==> src/rtl/irgate_pkg.sv <==
package irgate_pkg;

  localparam int REG_W  = 16;
  localparam int ADDR_W = 2;

  // register word offsets
  localparam logic [ADDR_W-1:0] OFS_LINK   = 2'd0;
  localparam logic [ADDR_W-1:0] OFS_GATE   = 2'd1;
  localparam logic [ADDR_W-1:0] OFS_NXPHY  = 2'd2;
  localparam logic [ADDR_W-1:0] OFS_CURPHY = 2'd3;

  // link configuration bit positions
  localparam int LB_LOOP    = 14;
  localparam int LB_ENTX    = 12;
  localparam int LB_ENRX    = 11;
  localparam int LB_MSTR    = 10;
  localparam int LB_RXANY   = 9;
  localparam int LB_CRC16   = 7;
  localparam int LB_FIR     = 6;
  localparam int LB_MIR     = 5;
  localparam int LB_SIR     = 4;
  localparam int LB_SIRFILT = 3;
  localparam int LB_SIRTEST = 2;
  localparam int LB_TXINV   = 1;
  localparam int LB_RXINV   = 0;

  // gate/status bit positions
  localparam int SB_GATE  = 15;
  localparam int SB_ERR   = 14;
  localparam int SB_FIRON = 13;
  localparam int SB_MIRON = 12;
  localparam int SB_SIRON = 11;
  localparam int SB_TXST  = 10;
  localparam int SB_RXST  = 9;
  localparam int SB_CRCON = 8;

  typedef struct packed {
    logic loop;
    logic entx;
    logic enrx;
    logic mstr;
    logic rxany;
    logic crc16;
    logic fir;
    logic mir;
    logic sir;
    logic sirfilt;
    logic sirtest;
    logic txinv;
    logic rxinv;
  } link_cfg_t;

  function automatic link_cfg_t unpack_link(input logic [REG_W-1:0] w);
    link_cfg_t c;
    c.loop    = w[LB_LOOP];
    c.entx    = w[LB_ENTX];
    c.enrx    = w[LB_ENRX];
    c.mstr    = w[LB_MSTR];
    c.rxany   = w[LB_RXANY];
    c.crc16   = w[LB_CRC16];
    c.fir     = w[LB_FIR];
    c.mir     = w[LB_MIR];
    c.sir     = w[LB_SIR];
    c.sirfilt = w[LB_SIRFILT];
    c.sirtest = w[LB_SIRTEST];
    c.txinv   = w[LB_TXINV];
    c.rxinv   = w[LB_RXINV];
    return c;
  endfunction

  function automatic logic [REG_W-1:0] pack_link(input link_cfg_t c);
    logic [REG_W-1:0] w;
    w = '0;
    w[LB_LOOP]    = c.loop;
    w[LB_ENTX]    = c.entx;
    w[LB_ENRX]    = c.enrx;
    w[LB_MSTR]    = c.mstr;
    w[LB_RXANY]   = c.rxany;
    w[LB_CRC16]   = c.crc16;
    w[LB_FIR]     = c.fir;
    w[LB_MIR]     = c.mir;
    w[LB_SIR]     = c.sir;
    w[LB_SIRFILT] = c.sirfilt;
    w[LB_SIRTEST] = c.sirtest;
    w[LB_TXINV]   = c.txinv;
    w[LB_RXINV]   = c.rxinv;
    return w;
  endfunction

endpackage

==> src/rtl/irgate_regs.sv <==
module irgate_regs
  import irgate_pkg::*;
(
  input  logic              clk_i,
  input  logic              rst_ni,
  input  logic              wr_en_i,
  input  logic [ADDR_W-1:0] wr_addr_i,
  input  logic [REG_W-1:0]  wr_data_i,
  output link_cfg_t         link_q_o,
  output logic [REG_W-1:0]  nphy_q_o,
  output logic              gate_q_o,
  output logic              rise_o
);

  link_cfg_t        link_q;
  logic [REG_W-1:0] nphy_q;
  logic             gate_q;

  always_ff @(posedge clk_i) begin
    if (!rst_ni) begin
      link_q <= '0;
      nphy_q <= '0;
      gate_q <= 1'b0;
    end else if (wr_en_i) begin
      case (wr_addr_i)
        OFS_LINK:  link_q <= unpack_link(wr_data_i);
        OFS_GATE:  gate_q <= wr_data_i[SB_GATE];
        OFS_NXPHY: nphy_q <= wr_data_i;
        default:   ;
      endcase
    end
  end

  // a 0-to-1 edge of the gate is a write of 1 while the gate is 0
  assign rise_o   = wr_en_i && (wr_addr_i == OFS_GATE) && wr_data_i[SB_GATE] && !gate_q;
  assign link_q_o = link_q;
  assign nphy_q_o = nphy_q;
  assign gate_q_o = gate_q;

endmodule

==> src/rtl/irgate_apply.sv <==
module irgate_apply
  import irgate_pkg::*;
(
  input  logic             clk_i,
  input  logic             rst_ni,
  input  logic             rise_i,
  input  link_cfg_t        link_i,
  input  logic [REG_W-1:0] nphy_i,
  output link_cfg_t        act_link_o,
  output logic [REG_W-1:0] act_phy_o
);

  link_cfg_t        act_link;
  logic [REG_W-1:0] act_phy;

  always_ff @(posedge clk_i) begin
    if (!rst_ni) begin
      act_link <= '0;
      act_phy  <= '0;
    end else if (rise_i) begin
      act_link <= link_i;
      act_phy  <= nphy_i;
    end
  end

  assign act_link_o = act_link;
  assign act_phy_o  = act_phy;

endmodule

==> src/rtl/irgate_status.sv <==
module irgate_status
  import irgate_pkg::*;
(
  input  logic      gate_i,
  input  link_cfg_t act_i,
  input  logic      pend_entx_i,
  input  logic      pend_enrx_i,
  input  logic      pend_loop_i,
  output logic      sir_o,
  output logic      mir_o,
  output logic      fir_o,
  output logic      err_o,
  output logic      crc_on_o,
  output logic      tx_en_o,
  output logic      rx_en_o,
  output logic [7:0] stat_hi_o
);

  logic [1:0] mode_cnt;
  logic       conflict;
  logic       pass;

  always_comb begin
    mode_cnt = {1'b0, act_i.sir} + {1'b0, act_i.mir} + {1'b0, act_i.fir};
    conflict = (mode_cnt > 2'd1);
    err_o    = gate_i && conflict;
    pass     = gate_i && !conflict;
    sir_o    = pass && act_i.sir;
    mir_o    = pass && act_i.mir;
    fir_o    = pass && act_i.fir;
    crc_on_o = gate_i && act_i.crc16;
    tx_en_o  = gate_i && act_i.entx;
    rx_en_o  = gate_i && act_i.enrx && (!act_i.entx || act_i.loop);

    stat_hi_o                = '0;
    stat_hi_o[SB_GATE-8]     = gate_i;
    stat_hi_o[SB_ERR-8]      = err_o;
    stat_hi_o[SB_FIRON-8]    = fir_o;
    stat_hi_o[SB_MIRON-8]    = mir_o;
    stat_hi_o[SB_SIRON-8]    = sir_o;
    stat_hi_o[SB_TXST-8]     = pend_entx_i;
    stat_hi_o[SB_RXST-8]     = pend_enrx_i && (!pend_entx_i || pend_loop_i);
    stat_hi_o[SB_CRCON-8]    = crc_on_o;
  end

endmodule

==> src/rtl/irgate_top.sv <==
module irgate_top
  import irgate_pkg::*;
#(
  parameter int BAUD_W = 6,
  parameter int PW_W   = 5,
  parameter int PRE_W  = 5
) (
  input  logic                      clk_i,
  input  logic                      rst_ni,
  input  logic                      wr_en_i,
  input  logic [irgate_pkg::ADDR_W-1:0] wr_addr_i,
  input  logic [irgate_pkg::REG_W-1:0]  wr_data_i,
  input  logic [irgate_pkg::ADDR_W-1:0] rd_addr_i,
  output logic [irgate_pkg::REG_W-1:0]  rd_data_o,
  output logic                      mode_sir_o,
  output logic                      mode_mir_o,
  output logic                      mode_fir_o,
  output logic                      crc16_o,
  output logic                      tx_en_o,
  output logic                      rx_en_o,
  output logic                      loop_o,
  output logic                      tx_inv_o,
  output logic                      rx_inv_o,
  output logic                      sir_filt_o,
  output logic                      sir_filt_any_o,
  output logic                      rx_any_o,
  output logic                      bus_master_o,
  output logic [BAUD_W-1:0]         baud_div_o,
  output logic [PW_W-1:0]           pulse_w_o,
  output logic [PRE_W-1:0]          preamble_o,
  output logic                      cfg_err_o
);

  localparam int PHY_W   = BAUD_W + PW_W + PRE_W;
  localparam int PW_LSB  = PRE_W;
  localparam int BD_LSB  = PRE_W + PW_W;

  link_cfg_t        link_q;
  link_cfg_t        act_link;
  logic [REG_W-1:0] nphy_q;
  logic [REG_W-1:0] cur_phy;
  logic             gate_q;
  logic             rise;
  logic [7:0]       stat_hi;

  irgate_regs u_regs (
    .clk_i     (clk_i),
    .rst_ni    (rst_ni),
    .wr_en_i   (wr_en_i),
    .wr_addr_i (wr_addr_i),
    .wr_data_i (wr_data_i),
    .link_q_o  (link_q),
    .nphy_q_o  (nphy_q),
    .gate_q_o  (gate_q),
    .rise_o    (rise)
  );

  irgate_apply u_apply (
    .clk_i      (clk_i),
    .rst_ni     (rst_ni),
    .rise_i     (rise),
    .link_i     (link_q),
    .nphy_i     (nphy_q),
    .act_link_o (act_link),
    .act_phy_o  (cur_phy)
  );

  irgate_status u_status (
    .gate_i      (gate_q),
    .act_i       (act_link),
    .pend_entx_i (link_q.entx),
    .pend_enrx_i (link_q.enrx),
    .pend_loop_i (link_q.loop),
    .sir_o       (mode_sir_o),
    .mir_o       (mode_mir_o),
    .fir_o       (mode_fir_o),
    .err_o       (cfg_err_o),
    .crc_on_o    (crc16_o),
    .tx_en_o     (tx_en_o),
    .rx_en_o     (rx_en_o),
    .stat_hi_o   (stat_hi)
  );

  // remaining applied fields, gated by the enable
  assign loop_o         = gate_q && act_link.loop;
  assign tx_inv_o       = gate_q && act_link.txinv;
  assign rx_inv_o       = gate_q && act_link.rxinv;
  assign sir_filt_o     = gate_q && act_link.sirfilt;
  assign sir_filt_any_o = gate_q && act_link.sirtest;
  assign rx_any_o       = gate_q && act_link.rxany;
  assign bus_master_o   = gate_q && act_link.mstr;

  generate
    if (PHY_W == REG_W) begin : g_phy_fit
      assign baud_div_o = cur_phy[BD_LSB +: BAUD_W];
      assign pulse_w_o  = cur_phy[PW_LSB +: PW_W];
      assign preamble_o = cur_phy[0 +: PRE_W];
    end else begin : g_phy_bad
      initial $error("irgate_top: physical-layer fields must fill one register");
      assign baud_div_o = '0;
      assign pulse_w_o  = '0;
      assign preamble_o = '0;
    end
  endgenerate

  always_comb begin
    case (rd_addr_i)
      OFS_LINK:   rd_data_o = pack_link(link_q);
      OFS_GATE:   rd_data_o = {stat_hi, 8'h00};
      OFS_NXPHY:  rd_data_o = nphy_q;
      default:    rd_data_o = cur_phy;
    endcase
  end

endmodule

==> config.mk <==
export PLATFORM = sky130hd
export DESIGN_NAME = irgate_top
export DESIGN_NICKNAME = d
export VERILOG_FILES = /design/src/rtl/irgate_pkg.sv /design/src/rtl/irgate_regs.sv /design/src/rtl/irgate_apply.sv /design/src/rtl/irgate_status.sv /design/src/rtl/irgate_top.sv
export SDC_FILE = /design/constraint.sdc
export NUM_CORES = 1
export LEC_CHECK = 0
export BUFFER_PORTS_ARGS = -buffer_cell sky130_fd_sc_hd__buf_2
export CAP_MARGIN = 10
export CELL_PAD_IN_SITES_DETAIL_PLACEMENT = 1
export CELL_PAD_IN_SITES_GLOBAL_PLACEMENT = 1
export CORE_ASPECT_RATIO = 1.5
export CORE_UTILIZATION = 39
export CTS_BUF_LIST = sky130_fd_sc_hd__clkbuf_4 sky130_fd_sc_hd__clkbuf_8 sky130_fd_sc_hd__clkbuf_16
export CTS_CLUSTER_DIAMETER = 80
export DETAILED_ROUTE_END_ITERATION = 6
export PLACE_DENSITY = 0.84
export SKIP_CTS_REPAIR_TIMING = 1
export SYNTH_ARGS = -nofsm -noshare
export SYNTH_HDL_FRONTEND = slang
export SYNTH_HIERARCHICAL = 1
export SYNTH_SLANG_ARGS = --single-unit
==> constraint.sdc <==
create_clock -name clk_i -period 2.45 [get_ports clk_i]
set_input_delay 0.1225 -clock clk_i [delete_from_list [all_inputs] [get_ports clk_i]]
set_output_delay 0.1225 -clock clk_i [all_outputs]
set_load 0.01 [all_outputs]
== Word-level counts from Yosys, hierarchy flattened ==
Cells that the tools add are included.
Widths: inputs -> output; s select.

* Add/subtract/negate cells: 2
* Muxes and demuxes: 1
* Reductions and logical operators: 31
* Eq/ne operators: 4
* Magnitude comparators: 1

{| class="wikitable"
|+ Operators with widths
! operator !! number
|-
| $pmux 16 s3 || 1
|-
| $logic_and 1x1->1 || 20
|-
| $reduce_and 2->1 || 3
|-
| $eq 2x1->1 const B || 2
|-
| $eq 2x2->1 const B || 2
|-
| $logic_not 1->1 || 4
|-
| $logic_not 2->1 || 2
|-
| $add 1x1->2 || 1
|-
| $add 2x1->2 || 1
|-
| $gt 2x1->1 const B || 1
|-
| $logic_or 1x1->1 || 2
|}

* Register bits: 59
* Logic and storage cells: 68

== Longest topological paths before layout ==
Gate-level depths: netlist of run 1.

* Depth in word-level cells: 7
* Mapped depth: 6
* Mapped depth without buffers: 4

== Hierarchy ==
Netlist of run 1, hierarchy kept.

{| class="wikitable"
|+ By module, submodules not included
! module !! area an instance (sq um) !! seq. area each (sq um) !! cells an instance !! times used
|-
| irgate_regs || 1,182.4 || 600.6 || 118 || 1
|-
| irgate_apply || 1,103.6 || 580.6 || 93 || 1
|-
| irgate_top || 486.7 || 0.0 || 40 || 1
|-
| irgate_status || 153.9 || 0.0 || 21 || 1
|}

== Worst setup path before layout of run 1 ==
Ideal clock, no wire load.

* Path kind: reg2out
* Start point: register, netlist name u_apply/act_link_o[4]
* End point: output port rd_data_o[11] (netlist bit)
* Data arrival time: 1.556 ns
* Data required time: 2.328 ns
* Stages on the path, launching flop included: 6
* Slack: 0.772 ns
* Cell sequence: dfxtp_1 ha_1 nand2_1 and4b_2 buf_4 mux4_1

* Cells in the longest elaborated chain, start to end: 7

{| class="wikitable"
|+ RTL lines
! element !! RTL line !! source
|-
| $add 1x1->2 || irgate_status.sv:24 || <nowiki>mode_cnt = {1'b0, act_i.sir} + {1'b0, act_i.mir} + {1'b0, act_i.fir};</nowiki>
|-
| $add 2x1->2 || irgate_status.sv:24 ||
|-
| $gt 2x1->1 || irgate_status.sv:25 || <nowiki>conflict = (mode_cnt > 2'd1);</nowiki>
|-
| $logic_not 1->1 || irgate_status.sv:27 || <nowiki>pass = gate_i && !conflict;</nowiki>
|-
| $logic_and 1x1->1 || irgate_status.sv:27 ||
|-
| $logic_and 1x1->1 (*) || irgate_status.sv:28 || <nowiki>sir_o = pass && act_i.sir;</nowiki>
|-
| via mode_sir_o || irgate_top.sv:15 || <nowiki>output logic mode_sir_o,</nowiki>
|-
| $pmux 16 s3 (*) || irgate_top.sv:107 || <nowiki>case (rd_addr_i)</nowiki>
|-
| end, declared || irgate_top.sv:14 || <nowiki>output logic [irgate_pkg::REG_W-1:0] rd_data_o,</nowiki>
|}

The timed path passes the listed nets; every way through them passes the cells marked *.

== Worst setup path in the final report of run 1 ==
* Start point: register, netlist name u_apply/act_link_o[4]
* End point: output port rd_data_o[11] (netlist bit)

* Cells in the longest elaborated chain, start to end: 7

{| class="wikitable"
|+ RTL lines
! element !! RTL line
|-
| $add 1x1->2 || irgate_status.sv:24
|-
| $add 2x1->2 || irgate_status.sv:24
|-
| $gt 2x1->1 || irgate_status.sv:25
|-
| $logic_not 1->1 || irgate_status.sv:27
|-
| $logic_and 1x1->1 || irgate_status.sv:27
|-
| $logic_and 1x1->1 (*) || irgate_status.sv:28
|-
| $pmux 16 s3 (*) || irgate_top.sv:107
|}

Mark *: on every way between the ends. The rest lies on a longest branch, timed or not.

==> results.cfg, run 1 <==
[yosys]
synth_top_area_share_pct = 40.4
ys_seq_area_share_pct = 40.4
netlist.top_cell.by_area = dfxtp_1
ys_ff_latch = 59
synthDistinctLibCells = 27
synthTopCellsByArea = dfxtp_1, mux2i_1, nor2b_1
synth_nets = 296
syn_area_um2 = 2930
yosys_warnings = 6
synthCells = 272
avgSynthCellArea_um2 = 10.8

[status]
outcome = completed

[worst_setup_path]
slowest_delay_ps = 490
worst_ep_required_time_ps = 2330
crit_path_top_delay_cell = mux4_1
arrival_ps = 1930
cp_num_buf_inv = 1
critPathTopFamily = multiplexers
crit_path_end_kind = output pin
regToRegSetupSlack_ps = 870
crit_fanout = 3
path_cells = ha_1 -> nand2_1 -> and4b_2 -> mux4_1 -> buf_2
crit_type = reg -> out
startpoint_type = register

[die]
die_h_um = 108
chipWidth_um = 72.7
placementRows = 38
ios = 69
die_area_um2 = 7860
start_util_pct = 40.5
design.core.area_um2 = 7230

[job]
cap_violations = 0

[routing]
dr.first_iter.drc_count = 78
drt_pre_antenna_iters = 4
vias = 2165
drt-met1-wl_mm = 2.96
drc = 0
dr_wl_met2_mm = 3.80
totalWireLength_mm = 7.17
via_per_inst = 4.95
drt-wirelength-per-cell_um = 16.4
dr_wl_met3_um = 271
dr.max_layer_used = met4
ant_nets = 0

[timing]
drv_slew = 0
final-setup-viol-count = 0
setup_ws_ps = 398
fmax_mhz = 487
finalCritPeriodShare_pct = 83.8
tightest_slew_ps = 677
rsz0062_at_grt = false
fin_crit_ps = 2050
tns_ps = 0
slew-limit-headroom_pct = 54.8
fin_worst_skew_ps = 5.45
hold_viol = 0

[placement]
place.gp.congestion = 0.743
dp_hpwl_mm = 5.01
place_ws_ps = 754
port_buffers = 68
dp_cells = 421

[finish]
area_delta_synth_final_pct = 16.6
fin_cells = 437
fin_nets = 356
final_util_pct = 47.2
layout-drive-gt1-share_pct = 32.6
num_antenna_cells = 0

[clock_network]
cts_buffer_depth = 2
cts_tree = done
cts-buffers-inserted = 9
clkLatencyLatePin_ps = 340
htree_levels = 3
cts_root_buffer = clkbuf_8
path_clk_slew_ps = 60
cts.sinks = 59

[global_route]
grt_max_degree = 76
grt_pass1_vias = 2244
grt_pass1_wl_mm = 11.2
grt-ovfl-total = 0
grt_use_total_pct = 19.4
grt_antenna_before_repair = 0

[power]
peakVddDrop_v = 0.000275
power.density_nw_per_um2 = 579
power_leakage_nw = 1.54

[hold_path]
hp-class = in -> reg
cell type report:
cell class / instances / area, um2
clock buffers: 14 / 174
clock inverters: 2 / 10.0
fillers: 875 / 3810
inverters: 2 / 7.51
multi-input cells: 186 / 1530
flip-flops and latches: 59 / 1180
well taps: 100 / 125
repair buffers: 74 / 385
routing by layer:
| layer | GRT usage (%) | vias to the layer above |
|---|---|---|
| met5 | 0 | - |
| li1 | - | 1048 |
| met1 | 21.1 | 1061 |
| met3 | 5.59 | 9 |
| met4 | 8.26 | 0 |
| met2 | 34.4 | 47 |
Yosys cell counts (all sizes together):
master	instances
a21boi	1
a21oi	2
a22o	11
and2	9
and2b	1
and4b	2
and4bb	1
buf	22
clkbuf	3
dfxtp	59
ha	1
inv	2
mux2	11
mux2i	59
mux4	5
nand2	48
nand3b	2
nor2	1
nor2b	30
nor3b	2
metrics by stage:
stage / power [mW] / hold WS, ps / cell area [um2]
after floorplan: 1.13 / 261 / 2930
after global placement: 1.17 / 368 / 3230
after detailed placement: 1.18 / 387 / 3230
after CTS: 2.00 / 20.6 / 3410
after global routing: 2.05 / 25.0 / 3410
final: 1.97 / 27.7 / 3410
sequential cells by signal, indices dropped and copies added, names as in the netlist:
| signal | count |
|---|---|
| u_apply/act_phy_o | 16 |
| u_regs/nphy_q_o | 16 |
| u_apply/act_link_o | 13 |
| u_regs/link_q_o | 13 |
| u_regs/gate_q_o | 1 |
worst min-delay path, delay by kind of cell:
kind                   cells  cell delay (ps)
buffers and inverters      1              100
muxes                      1               50
and+or+nand+nor            1               50
path summary, 6_finish.rpt:
path / cells past startpoint / from / endpoint
worst min-delay path: 3 / wr_data_i[13] / u_regs/nphy_q_o[13]$_SDFFE_PN0P_
worst max-delay path: 5 / u_apply/act_link_o[4]$_SDFFE_PN0P_ / rd_data_o[11]
worst min register to register: 2 / u_regs/link_q_o[8]$_SDFFE_PN0P_ / u_regs/link_q_o[8]$_SDFFE_PN0P_
worst max register to register: 4 / u_regs/gate_q_o$_SDFFE_PN0P_ / u_apply/act_link_o[11]$_SDFFE_PN0P_
kinds of logic (layout without fill, tap and decap cells):
group / count (synthesis) / count (layout) / synth area share (%)
multiplexers: 75 / 75 / 29.9
flip-flops: 59 / 59 / 40.4
buffers and inverters: 27 / 92 / 7.52
adder cells (fa/ha/maj): 1 / 1 / 0.427
AO/OA/AOI/OAI: 14 / 14 / 3.89
AND/OR/NAND/NOR: 96 / 96 / 17.9
power breakdown:
part           switching (mW)  internal [mW]
combinational          0.0850         0.0730
sequential             0.0176          0.979
clock                   0.367          0.453
cell usage in the layout, fill, tap and decap left out, drive strengths merged:
master	instances
a21boi	1
a22o	11
and4b	2
nor2b	30
and2	9
clkbuf	14
mux2i	59
nand2	48
dfxtp	59
mux4	5
nand3b	2
and4bb	1
nor2	1
nor3b	2
ha	1
inv	2
mux2	11
a21oi	2
clkinv	2
and2b	1
buf	74
Note: power is estimated with default switching activity, not from simulation.
==> run 2: changes to the inputs <==
Clock period 2.45 ns to 2 ns, I/O delays scaled along.
==> results.cfg, run 2 (synthesis gave the netlist of run 1 again) <==
[placement]
place_ws_ps = 335
place.gp.congestion = 0.753
dp_hpwl_mm = 5.07
port_buffers = 68

[finish]
multiInputGateArea_um2 = 1540
layout_commonest_cell = buf_2
fillers = 846
layout-drive-gt1-share_pct = 34.7
layout.area.seq_um2 = 1190
fin_nets = 359
final_util_pct = 48.2
area_delta_synth_final_pct = 19.0
num_antenna_cells = 0
layout_common_cells = buf_2, mux2i_1, dfxtp_1

[timing]
fin_crit_ps = 1940
fin_worst_skew_ps = 6.92
slew-limit-headroom_pct = 62.4
tightest_slew_ps = 565
tns_ps = 0
drv_slew = 0
hold_viol = 0
finalCritPeriodShare_pct = 97.1
fmax_mhz = 515
setup_ws_ps = 58.0
final-setup-viol-count = 0

[worst_setup_path]
crit_fanout = 3
startpoint_type = register
crit_type = reg -> out
worst_ep_required_time_ps = 1900
arrival_ps = 1840
crit_path_end_kind = output pin

[die]
chipWidth_um = 72.7
ios = 69
start_util_pct = 40.5
die_h_um = 108
die_area_um2 = 7860
design.core.area_um2 = 7230
placementRows = 38

[routing]
via_per_inst = 4.97
dr.first_iter.drc_count = 60
vias = 2188
totalWireLength_mm = 7.23
drt_pre_antenna_iters = 4
drc = 0
ant_nets = 0
drt-wirelength-per-cell_um = 16.4

[global_route]
grt_max_degree = 51
grt-ovfl-total = 0
grt_pass1_vias = 2288
grt_pass1_wl_mm = 11.3
grt_use_total_pct = 19.3
grt_antenna_before_repair = 0

[power]
finalPower_mw = 2.42
power.density_nw_per_um2 = 695
peakVddDrop_v = 0.000387
power_leakage_nw = 1.56

[clock_network]
cts_root_buffer = clkbuf_8
path_clk_slew_ps = 70
clkLatencyLatePin_ps = 330
cts_tree = done
cts-buffers-inserted = 9
cts.sinks = 59
htree_levels = 3
cts_buffer_depth = 2

[status]
outcome = completed

[job]
cap_violations = 0

[hold_path]
hp-class = in -> reg
[run 2: worst paths after layout]
check | start | to | slack, ps | depth (start not counted)
setup reg to reg | u_regs/gate_q_o$_SDFFE_PN0P_ | u_apply/act_link_o[0]$_SDFFE_PN0P_ | 560 | 4
hold / removal | wr_data_i[8] | u_regs/nphy_q_o[8]$_SDFFE_PN0P_ | 20 | 3
setup / recovery | u_apply/act_link_o[4]$_SDFFE_PN0P_ | rd_data_o[14] | 60 | 5
hold reg to reg | u_regs/nphy_q_o[15]$_SDFFE_PN0P_ | u_regs/nphy_q_o[15]$_SDFFE_PN0P_ | 480 | 2
[run 2: per-stage QoR]
stage	cells	area, um2	hold WS, ps
3_5_place_dp	423	3270	367
2_1_floorplan	272	2930	239
6_report	440	3480	21.9
5_1_grt	440	3480	27.2
4_1_cts	439	3450	0.805
3_3_place_gp	423	3270	347
[run 2: per-layer routing]
metal	share of wire [%]	up-vias	wire [um]	track usage [%]
li1	-	1055	-	-
met1	40	1070	2900	20.0
met2	55	54	3960	36.0
met3	3.5	9	254	4.85
met4	1.6	0	116	8.12
met5	0	-	0	0
[run 2: layout make-up]
class	count	share of cell area, %
Multi-Input combinational cell	186	44.3
Sequential cell	59	34.1
Timing Repair Buffer	77	12.6
Clock buffer	14	4.99
Tap cell	100	3.59
Clock inverter	2	0.287
Inverter	2	0.216
[run 2: report_power, final]
group / switching (mW) / internal, mW / total [mW]
sequential: 0.0210 / 1.20 / 1.22
clock: 0.444 / 0.555 / 0.999
combinational: 0.107 / 0.0966 / 0.203
[run 2: critical path: stages, from the launching register on]
cell     delay, ps
dfxtp_2        340
ha_4           250
a21oi_1        180
nor2b_1         90
mux4_1         490
buf_2          150
